**src/rtl/shr_pkg.sv**
```systemverilog
package shr_pkg;

  typedef enum logic [2:0] {
    OP_NONE = 3'd0,
    OP_LSR  = 3'd1,
    OP_ROR  = 3'd2,
    OP_ASR  = 3'd3,
    OP_SWAP = 3'd4
  } shr_op_e;

  localparam int NUM_FLAGS = 8;
  localparam int FLG_C = 0;
  localparam int FLG_Z = 1;
  localparam int FLG_N = 2;
  localparam int FLG_V = 3;
  localparam int FLG_S = 4;
  localparam int FLG_H = 5;
  localparam int FLG_T = 6;
  localparam int FLG_I = 7;

  localparam logic [6:0] GROUP_PREFIX = 7'b1001010;
  localparam logic [3:0] SUB_LSR  = 4'b0110;
  localparam logic [3:0] SUB_ROR  = 4'b0111;
  localparam logic [3:0] SUB_ASR  = 4'b0101;
  localparam logic [3:0] SUB_SWAP = 4'b0010;

endpackage

```
**src/rtl/shr_decode.sv**
```systemverilog
module shr_decode
  import shr_pkg::*;
#(
  parameter int INSTR_W = 16,
  parameter int IDX_W   = 5
) (
  input  logic [INSTR_W-1:0] instr,
  output shr_op_e            op,
  output logic [IDX_W-1:0]   idx
);

  localparam int SUB_W  = 4;
  localparam int IDX_LO = SUB_W;
  localparam int PFX_LO = SUB_W + IDX_W;

  logic prefix_hit;

  always_comb begin
    prefix_hit = (instr[INSTR_W-1:PFX_LO] == GROUP_PREFIX);
    idx        = instr[IDX_LO +: IDX_W];
    op         = OP_NONE;
    if (prefix_hit) begin
      unique case (instr[SUB_W-1:0])
        SUB_LSR:  op = OP_LSR;
        SUB_ROR:  op = OP_ROR;
        SUB_ASR:  op = OP_ASR;
        SUB_SWAP: op = OP_SWAP;
        default:  op = OP_NONE;
      endcase
    end
  end

endmodule

```
**src/rtl/shr_datapath.sv**
```systemverilog
module shr_datapath
  import shr_pkg::*;
#(
  parameter int DATA_W = 8
) (
  input  shr_op_e           op,
  input  logic [DATA_W-1:0] value,
  input  logic              cin,
  output logic [DATA_W-1:0] res,
  output logic              cout
);

  localparam int HALF = DATA_W / 2;

  logic [DATA_W-1:0] swapped;
  logic              fill_bit;

  genvar g;
  generate
    for (g = 0; g < HALF; g++) begin : g_swap
      assign swapped[g]        = value[g + HALF];
      assign swapped[g + HALF] = value[g];
    end
  endgenerate

  always_comb begin
    unique case (op)
      OP_ROR:  fill_bit = cin;
      OP_ASR:  fill_bit = value[DATA_W-1];
      default: fill_bit = 1'b0;
    endcase
  end

  always_comb begin
    res  = value;
    cout = 1'b0;
    unique case (op)
      OP_LSR, OP_ROR, OP_ASR: begin
        res  = {fill_bit, value[DATA_W-1:1]};
        cout = value[0];
      end
      OP_SWAP: res = swapped;
      default: res = value;
    endcase
  end

endmodule

```
**src/rtl/shr_flag_gen.sv**
```systemverilog
module shr_flag_gen
  import shr_pkg::*;
#(
  parameter int DATA_W = 8
) (
  input  shr_op_e                op,
  input  logic [DATA_W-1:0]      res,
  input  logic                   cout,
  output logic [NUM_FLAGS-1:0]   fval,
  output logic [NUM_FLAGS-1:0]   fupd
);

  logic is_shift;
  logic n_bit;
  logic v_bit;

  always_comb begin
    is_shift = (op == OP_LSR) || (op == OP_ROR) || (op == OP_ASR);
    n_bit    = (op == OP_LSR) ? 1'b0 : res[DATA_W-1];
    v_bit    = n_bit ^ cout;
    fval     = '0;
    fupd     = '0;
    if (is_shift) begin
      fval[FLG_C] = cout;
      fval[FLG_Z] = (res == '0);
      fval[FLG_N] = n_bit;
      fval[FLG_V] = v_bit;
      fval[FLG_S] = n_bit ^ v_bit;
      fupd[FLG_C] = 1'b1;
      fupd[FLG_Z] = 1'b1;
      fupd[FLG_N] = 1'b1;
      fupd[FLG_V] = 1'b1;
      fupd[FLG_S] = 1'b1;
    end
  end

endmodule

```
**src/rtl/shr_swap_unit.sv**
```systemverilog
module shr_swap_unit
  import shr_pkg::*;
#(
  parameter int DATA_W  = 8,
  parameter int INSTR_W = 16,
  parameter int IDX_W   = 5
) (
  input  logic               clk,
  input  logic               rst_n,
  input  logic               instr_valid,
  input  logic [INSTR_W-1:0] instr_word,
  input  logic [DATA_W-1:0]  reg_value,
  input  logic               carry_in,
  output logic [DATA_W-1:0]  result,
  output logic [IDX_W-1:0]   dst_idx,
  output logic               wr_en,
  output logic [NUM_FLAGS-1:0] flag_val,
  output logic [NUM_FLAGS-1:0] flag_upd,
  output logic               no_match
);

  shr_op_e              dec_op;
  logic [IDX_W-1:0]     dec_idx;
  logic [DATA_W-1:0]    dp_res;
  logic                 dp_cout;
  logic [NUM_FLAGS-1:0] fg_val;
  logic [NUM_FLAGS-1:0] fg_upd;

  logic                 data_en;
  logic [DATA_W-1:0]    result_d;
  logic [IDX_W-1:0]     dst_d;
  logic [NUM_FLAGS-1:0] fval_d;
  logic                 wr_en_d;
  logic [NUM_FLAGS-1:0] fupd_d;
  logic                 nm_d;

  shr_decode #(.INSTR_W(INSTR_W), .IDX_W(IDX_W)) u_dec (
    .instr (instr_word),
    .op    (dec_op),
    .idx   (dec_idx)
  );

  shr_datapath #(.DATA_W(DATA_W)) u_dp (
    .op    (dec_op),
    .value (reg_value),
    .cin   (carry_in),
    .res   (dp_res),
    .cout  (dp_cout)
  );

  shr_flag_gen #(.DATA_W(DATA_W)) u_fg (
    .op    (dec_op),
    .res   (dp_res),
    .cout  (dp_cout),
    .fval  (fg_val),
    .fupd  (fg_upd)
  );

  // next-state
  always_comb begin
    data_en  = instr_valid;
    result_d = dp_res;
    dst_d    = dec_idx;
    fval_d   = fg_val;
    wr_en_d  = instr_valid && (dec_op != OP_NONE);
    nm_d     = instr_valid && (dec_op == OP_NONE);
    fupd_d   = instr_valid ? fg_upd : '0;
  end

  // data registers, clock-enabled by the strobe
  always_ff @(posedge clk or negedge rst_n) begin
    if (!rst_n) begin
      result   <= '0;
      dst_idx  <= '0;
      flag_val <= '0;
    end else if (data_en) begin
      result   <= result_d;
      dst_idx  <= dst_d;
      flag_val <= fval_d;
    end
  end

  // strobe registers, refreshed every cycle
  always_ff @(posedge clk or negedge rst_n) begin
    if (!rst_n) begin
      wr_en    <= 1'b0;
      flag_upd <= '0;
      no_match <= 1'b0;
    end else begin
      wr_en    <= wr_en_d;
      flag_upd <= fupd_d;
      no_match <= nm_d;
    end
  end

endmodule

```
**config.mk**
```make
export PLATFORM = sky130hd
export DESIGN_NAME = shr_swap_unit
export DESIGN_NICKNAME = d
export VERILOG_FILES = /design/src/rtl/shr_pkg.sv /design/src/rtl/shr_decode.sv /design/src/rtl/shr_datapath.sv /design/src/rtl/shr_flag_gen.sv /design/src/rtl/shr_swap_unit.sv
export SDC_FILE = /design/constraint.sdc
export NUM_CORES = 1
export LEC_CHECK = 0
export ABC_AREA = 1
export CAP_MARGIN = 20
export CORE_MARGIN = 8
export CORE_UTILIZATION = 49
export CTS_BUF_LIST = sky130_fd_sc_hd__clkbuf_4 sky130_fd_sc_hd__clkbuf_8 sky130_fd_sc_hd__clkbuf_16
export CTS_CLUSTER_SIZE = 28
export DETAILED_ROUTE_END_ITERATION = 10
export GPL_TIMING_DRIVEN = 0
export PLACE_DENSITY = 0.95
export SLEW_MARGIN = 15
export SYNTH_ARGS = -nofsm -noshare
export SYNTH_HDL_FRONTEND = slang
export SYNTH_HIERARCHICAL = 1
export SYNTH_SLANG_ARGS = --single-unit
```
**constraint.sdc**
```tcl
create_clock -name clk -period 1.7 [get_ports clk]
set_clock_uncertainty 0.05 [all_clocks]
set_input_delay 0.34 -clock clk [delete_from_list [all_inputs] [get_ports clk]]
set_output_delay 0.34 -clock clk [all_outputs]
set_load 0.05 [all_outputs]
```
# Word level (Yosys, flattened, before mapping)
# Cells that the tools add are included.
# word_totals
memories,0
latchBits,0
ram_bits,0
reg_bits,25
mem_bits_ro,0
# classes
n_div,0
shifts,0
muxes,9
n_reduce_logical,8
n_addsub,0
n_eq_ne,9
n_lt_le_gt_ge,0
mul,0
n_bitwise,2
# op_table
op,count
$pmux W8 S2,1
$mux W5,3
$eq A4 B3 Y1 const B,3
$pmux W3 S4,1
$logic_not A8 Y1,1
$eq A7 B7 Y1 const B,1
$eq A3 B2 Y1 const B,2
$eq A4 B2 Y1 const B,1
$eq A3 B1 Y1 const B,1
$eq A3 B3 Y1 const B,1
$logic_not A3 Y1,1
$mux W3,1
$reduce_bool A3 Y1,1
$reduce_or A3 Y1,1
$logic_and A1 B1 Y1,2
$logic_or A1 B1 Y1,2
$mux W1,2
$pmux W1 S2,1
$xor A1 B1 Y1,2

# Logic depth before layout (Yosys ltp)
# logic_depth
ltp_word,10
depth_mapped,16
ltp_nobuf,16

# Cells and area by module
# Netlist, hierarchy kept.
# modules_own_cells
mod,cells_per_inst,area_each_um2,instances
shr_swap_unit,121,1133.6,1
shr_datapath,47,256.5,1
shr_flag_gen,32,185.2,1
shr_decode,28,127.6,1

# Worst setup path before layout
# OpenSTA, ideal clock, no wires.
# synth_timing
kind,input port to flip-flop
from,input port instr_word[11]
to,register flag_val[3]
path_stages,16
arrival_time_ps,1726
path_buffers,0
setup_slack_ps,-195
t_required_ps,1531
cell_sequence,inv_1 > nand2_1 > nor2_1 > nand2_1 > nor2_1 > inv_2 > nand2_8 > nand2_4 > nand3_1 > nand3_1 > nand2_2 > nand2_1 > nand2_1 > nor2_2 > nand2_1 > nand2_1
# synth_between
elab_chain_len,8
elab_cells_between_ends,15
# synth_lines
item,line_no,rtl
"start, declared",shr_swap_unit.sv:11,"input logic [INSTR_W-1:0] instr_word,"
$eq A7 B7 Y1 (*),shr_decode.sv:19,prefix_hit = (instr[INSTR_W-1:PFX_LO] == GROUP_PREFIX);
$mux W3 (*),shr_decode.sv:22,if (prefix_hit) begin
net dec_op[0],shr_swap_unit.sv:22,shr_op_e dec_op;
$eq A3 B2 Y1 or $eq A3 B1 Y1 (tied branches),"shr_datapath.sv:27, shr_datapath.sv:37",
$pmux W1 S2 or $reduce_or A3 Y1 (tied branches),"shr_datapath.sv:27, shr_datapath.sv:37",
$pmux W8 S2 (*),shr_datapath.sv:37,unique case (op)
net dp_res[7],shr_swap_unit.sv:24,logic [DATA_W-1:0] dp_res;
$mux W1 (*),shr_flag_gen.sv:19,n_bit = (op == OP_LSR) ? 1'b0 : res[DATA_W-1];
$xor A1 B1 Y1 (*),shr_flag_gen.sv:20,v_bit = n_bit ^ cout;
$mux W5 (*),shr_flag_gen.sv:23,if (is_shift) begin
net fg_val[3],shr_swap_unit.sv:26,logic [NUM_FLAGS-1:0] fg_val;
"end signal, assigned",shr_swap_unit.sv:79,flag_val <= fval_d;
"end, declared",shr_swap_unit.sv:17,"output logic [NUM_FLAGS-1:0] flag_val,"
# Mark *: on every way through the listed nets, which the timed path passes. The rest lies on a longest branch.
# A chain may end at the register's enable or synchronous reset.

# Worst setup path after layout
# layout_timing
from,input port instr_word[13]
to,register flag_val[1]
# layout_between
elab_chain_len,7
elab_cells_between_ends,13
# layout_lines
item,line_no,rtl
$eq A7 B7 Y1 (*),shr_decode.sv:19,
$mux W3 (*),shr_decode.sv:22,
net dec_op[2],shr_swap_unit.sv:22,
$eq A3 B2 Y1 or $eq A3 B1 Y1 (tied branches),"shr_datapath.sv:27, shr_datapath.sv:37",
$pmux W1 S2 or $reduce_or A3 Y1 (tied branches),"shr_datapath.sv:27, shr_datapath.sv:37",
$pmux W8 S2 (*),shr_datapath.sv:37,
net dp_res[7],shr_swap_unit.sv:24,
$logic_not A8 Y1 (*),shr_flag_gen.sv:25,fval[FLG_Z] = (res == '0);
$mux W5 (*),shr_flag_gen.sv:23,
net fg_val[1],shr_swap_unit.sv:26,
# Marks and branches as above.

==> impl_metrics.csv <==
group,metric,value,unit
outcome,status,"complete, but fails checks",
outcome,failed_checks,"setup timing",
job,cap_viol_max_count,0,
hold_path,holdPathEnd,"dst_idx[4]$_DFFE_PN0P_",
global_route,overflow,0,
sta,worst_slew_pin_slew,671,ps
setup_path,cp_common_cell,"nand2_4",
final_layout,nets,334,
synthesis,synth-seq-cells,31,
hold_path,min_from,"instr_word[8]",
routing,first_pass_iters,4,
clock_network,cts_sinks,31,
clock_network,htree_levels,2,
clock_network,clock_path_buffers,2,
setup_path,path_max_fanout,8,
synthesis,syn_inst,228,
routing,drtIter0Drc,120,
clock_network,clkLatencyLatePin,320,ps
routing,vias,1772,
final_layout,drive_gt1_frac,0.358,
global_route,grt_pass1_wl,7510,µm
clock_network,cts_tree,"done",
final_layout,syn_to_final_growth,59.3,%
floorplan,core-area,3340,µm²
setup_path,ff2ff_path_depth,2,
setup_path,path_cells,"buf_8 -> clkinv_8 -> nand2_4 -> nor2_4 -> nand2_4 -> nor2_4 -> clkinv_4 -> nor2_8 -> nand2_4 -> nand3_4 -> nor2_2 -> nand4_1 -> nor2_1 -> nand2_1 -> nand2_1",
routing,drtAntennaViolNets,0,
clock_network,cts-root-buf,"clkbuf_4",
final_layout,fin_area,2710,µm²
setup_path,critPathSlowestCell,"nor2_8",
sta,fmaxAchievable,0.567,GHz
hold_path,whs_path_depth,3,
synthesis,seq_area_frac_synth,0.456,
sta,whs,163,ps
sta,rsz0062_at_grt,"yes",
synthesis,syn_area,1700,µm²
setup_path,slowest_delay,220,ps
placement,hpwl,3150,µm
setup_path,criticalPathCategory,"in2reg",
placement,gp_congestion,0.821,
power_and_ir_drop,p_leak,1.55,nW
global_route,grt_util_all_layers,0.176,
global_route,grt_max_degree,32,
floorplan,num_rows,21,
floorplan,die_y,75.0,µm
synthesis,postSynthAreaPerCell,7.47,µm²
setup_path,crit_path_end_kind,"register",
setup_path,cp-start-kind,"input pin",
setup_path,crit_path_start,"instr_word[13]",
routing,totalWireLength,5300,µm
routing,viasPerCell,5.02,
setup_path,timing.rr.start,"result[6]$_DFFE_PN0P_",
setup_path,cp_num_buf_inv,3,
sta,setup_viol,3,
sta,min_period,1760,ps
synthesis,ys_types,19,
sta,final-hold-violation-count,0,
synthesis,yosys_warnings,6,
setup_path,arrival,1920,ps
floorplan,die_area,5620,µm²
floorplan,io_pins,59,
setup_path,crit_cells,15,
power_and_ir_drop,power_density,670,nW/µm²
floorplan,start_util,0.510,
setup_path,path_delay_family,"simple AND/OR/NAND/NOR gates",
final_layout,antenna_cells,0,
global_route,antenna_found_initial,0,
floorplan,die_x,75.0,µm
power_and_ir_drop,peakVddDrop,0.000743,V
placement,placed_area,2400,µm²
final_layout,fill_cells,222,
global_route,grt_pass1_vias,1701,
placement,numPortBuffers,53,
setup_path,r2r_slack,980,ps
sta,slew_headroom,0.552,
setup_path,cp.required,1860,ps
hold_path,hold_path.class,"in2reg",
sta,slew_viol_final,0,
clock_network,cts_buffers,5,
sta,timing.final.ws_setup,-63.6,ps
clock_network,path_clk_slew,100,ps
setup_path,r2r-end,"result[6]$_DFFE_PN0P_",
routing,post_drt_wl_per_cell,15.0,µm
routing,drc_errors,0,
sta,finalCritPeriodShare,1.04,
[registers in the layout, summed over array words and instances, names as in the netlist]
name,cells
dst_idx,5
wr_en,1
flag_val,8
result,8
no_match,1
flag_upd,8
[report_power, final]
group          internal, mW  switching, mW  leakage [nW]
sequential            0.776         0.0175         0.399
clock                 0.347          0.250        0.0482
combinational         0.142          0.284          1.10
[Yosys cell counts]
cell | instances | area share
dfrtp_1 | 31 | 0.46
inv_1 | 21 | 0.046
nor2_8 | 1 | 0.012
nor2_1 | 18 | 0.040
a21oi_1 | 1 | 0.0029
buf_4 | 17 | 0.075
o21ai_2 | 1 | 0.0051
buf_6 | 2 | 0.013
nand2_1 | 94 | 0.21
nand4_1 | 1 | 0.0037
conb_1 | 1 | 0.0022
nand2_8 | 1 | 0.012
inv_2 | 5 | 0.011
nor2_2 | 2 | 0.0073
nand2_2 | 1 | 0.0037
buf_2 | 3 | 0.0088
nand3_1 | 24 | 0.071
nand3_2 | 3 | 0.018
nand2_4 | 1 | 0.0066
[kinds of logic (layout without fill, tap and decap cells)]
family | after synthesis | count (layout) | synth area share
and+or+nand+nor | 146 | 147 | 0.380
buffers and inverters | 48 | 121 | 0.154
DFF | 31 | 31 | 0.456
AOI/OAI and AO/OA | 2 | 2 | 0.00808
other | 1 | 6 | 0.00220
[stage by stage]
stage / setup slack [ps] / utilization / total power [mW] / cells / TNS [ps]
after floorplan: -11.4 / - / 1.06 / 233 / -21.3
after global placement: -709 / 0.721 / 1.23 / 332 / -18490
after detailed placement: -850 / 0.720 / 1.24 / 332 / -10620
after CTS: -44.3 / 0.784 / 1.81 / 351 / -44.3
after global routing: -95.8 / 0.813 / 1.90 / 353 / -210
final: -63.6 / 0.813 / 1.82 / 353 / -104
[area by class of cell]
class | count | area, µm² | share of cell area
inverters | 26 | 133 | 0.0489
flip-flops and latches | 31 | 776 | 0.286
plain buffers | 22 | 165 | 0.0609
well taps | 46 | 57.6 | 0.0212
clock buffers | 6 | 51.3 | 0.0189
clock inverters | 2 | 35.0 | 0.0129
repair inverters | 1 | 3.75 | 0.00138
multi-input cells | 155 | 935 | 0.345
repair buffers | 64 | 557 | 0.205
[per-layer routing]
metal  part of all wire  track usage  wire length, µm
met5                  0            0                0
met4              0.055       0.0804              293
met3              0.082       0.0679              432
met2               0.52        0.319             2760
met1               0.34        0.170             1810
[how the worst max path moves through the flow]
stage	slack (ps)	endpoint
5_1_grt	-100	flag_val[1]$_DFFE_PN0P_
2_1_floorplan	-10	flag_val[1]$_DFFE_PN0P_
3_3_place_gp	-710	flag_val[1]$_DFFE_PN0P_
4_1_cts	-40	flag_val[1]$_DFFE_PN0P_
3_5_place_dp	-850	flag_val[1]$_DFFE_PN0P_
6_report	-60	flag_val[1]$_DFFE_PN0P_
[what timing repair did]
| item | 4_1_cts | 5_1_grt |
|---|---|---|
| hold buffers | 1 | 0 |
| endpoints found under the setup margin | 49 | 6 |
| gates resized for setup | 75 | 46 |
| gates cloned | 2 | 0 |
| endpoints found under the hold margin | 24 | 0 |
| buffers inserted | 8 | 2 |
| pin swaps | 21 | 24 |
[cells in the final DEF, fill, tap and decap left out, types with 2 or more instances in the layout]
| master | n |
|---|---|
| buf_2 | 4 |
| buf_4 | 24 |
| buf_6 | 6 |
| buf_8 | 2 |
| clkbuf_2 | 8 |
| clkbuf_4 | 5 |
| clkdlybuf4s15_1 | 2 |
| clkdlybuf4s50_1 | 10 |
| clkinv_8 | 2 |
| conb_1 | 6 |
| dfrtp_1 | 31 |
| dlygate4sd2_1 | 29 |
| inv_1 | 18 |
| inv_2 | 4 |
| inv_4 | 2 |
| nand2_1 | 82 |
| nand2_2 | 7 |
| nand2_4 | 6 |
| nand2_8 | 3 |
| nand3_1 | 8 |
| nand3_2 | 17 |
| nand3_4 | 2 |
| nor2_1 | 8 |
| nor2_2 | 5 |
| nor2_4 | 7 |
[worst min-delay path: stages]
cell and delay [ps]:
buf_4 70, nand2_1 40, nand2_1 50
(Power assumes the default switching activity.)
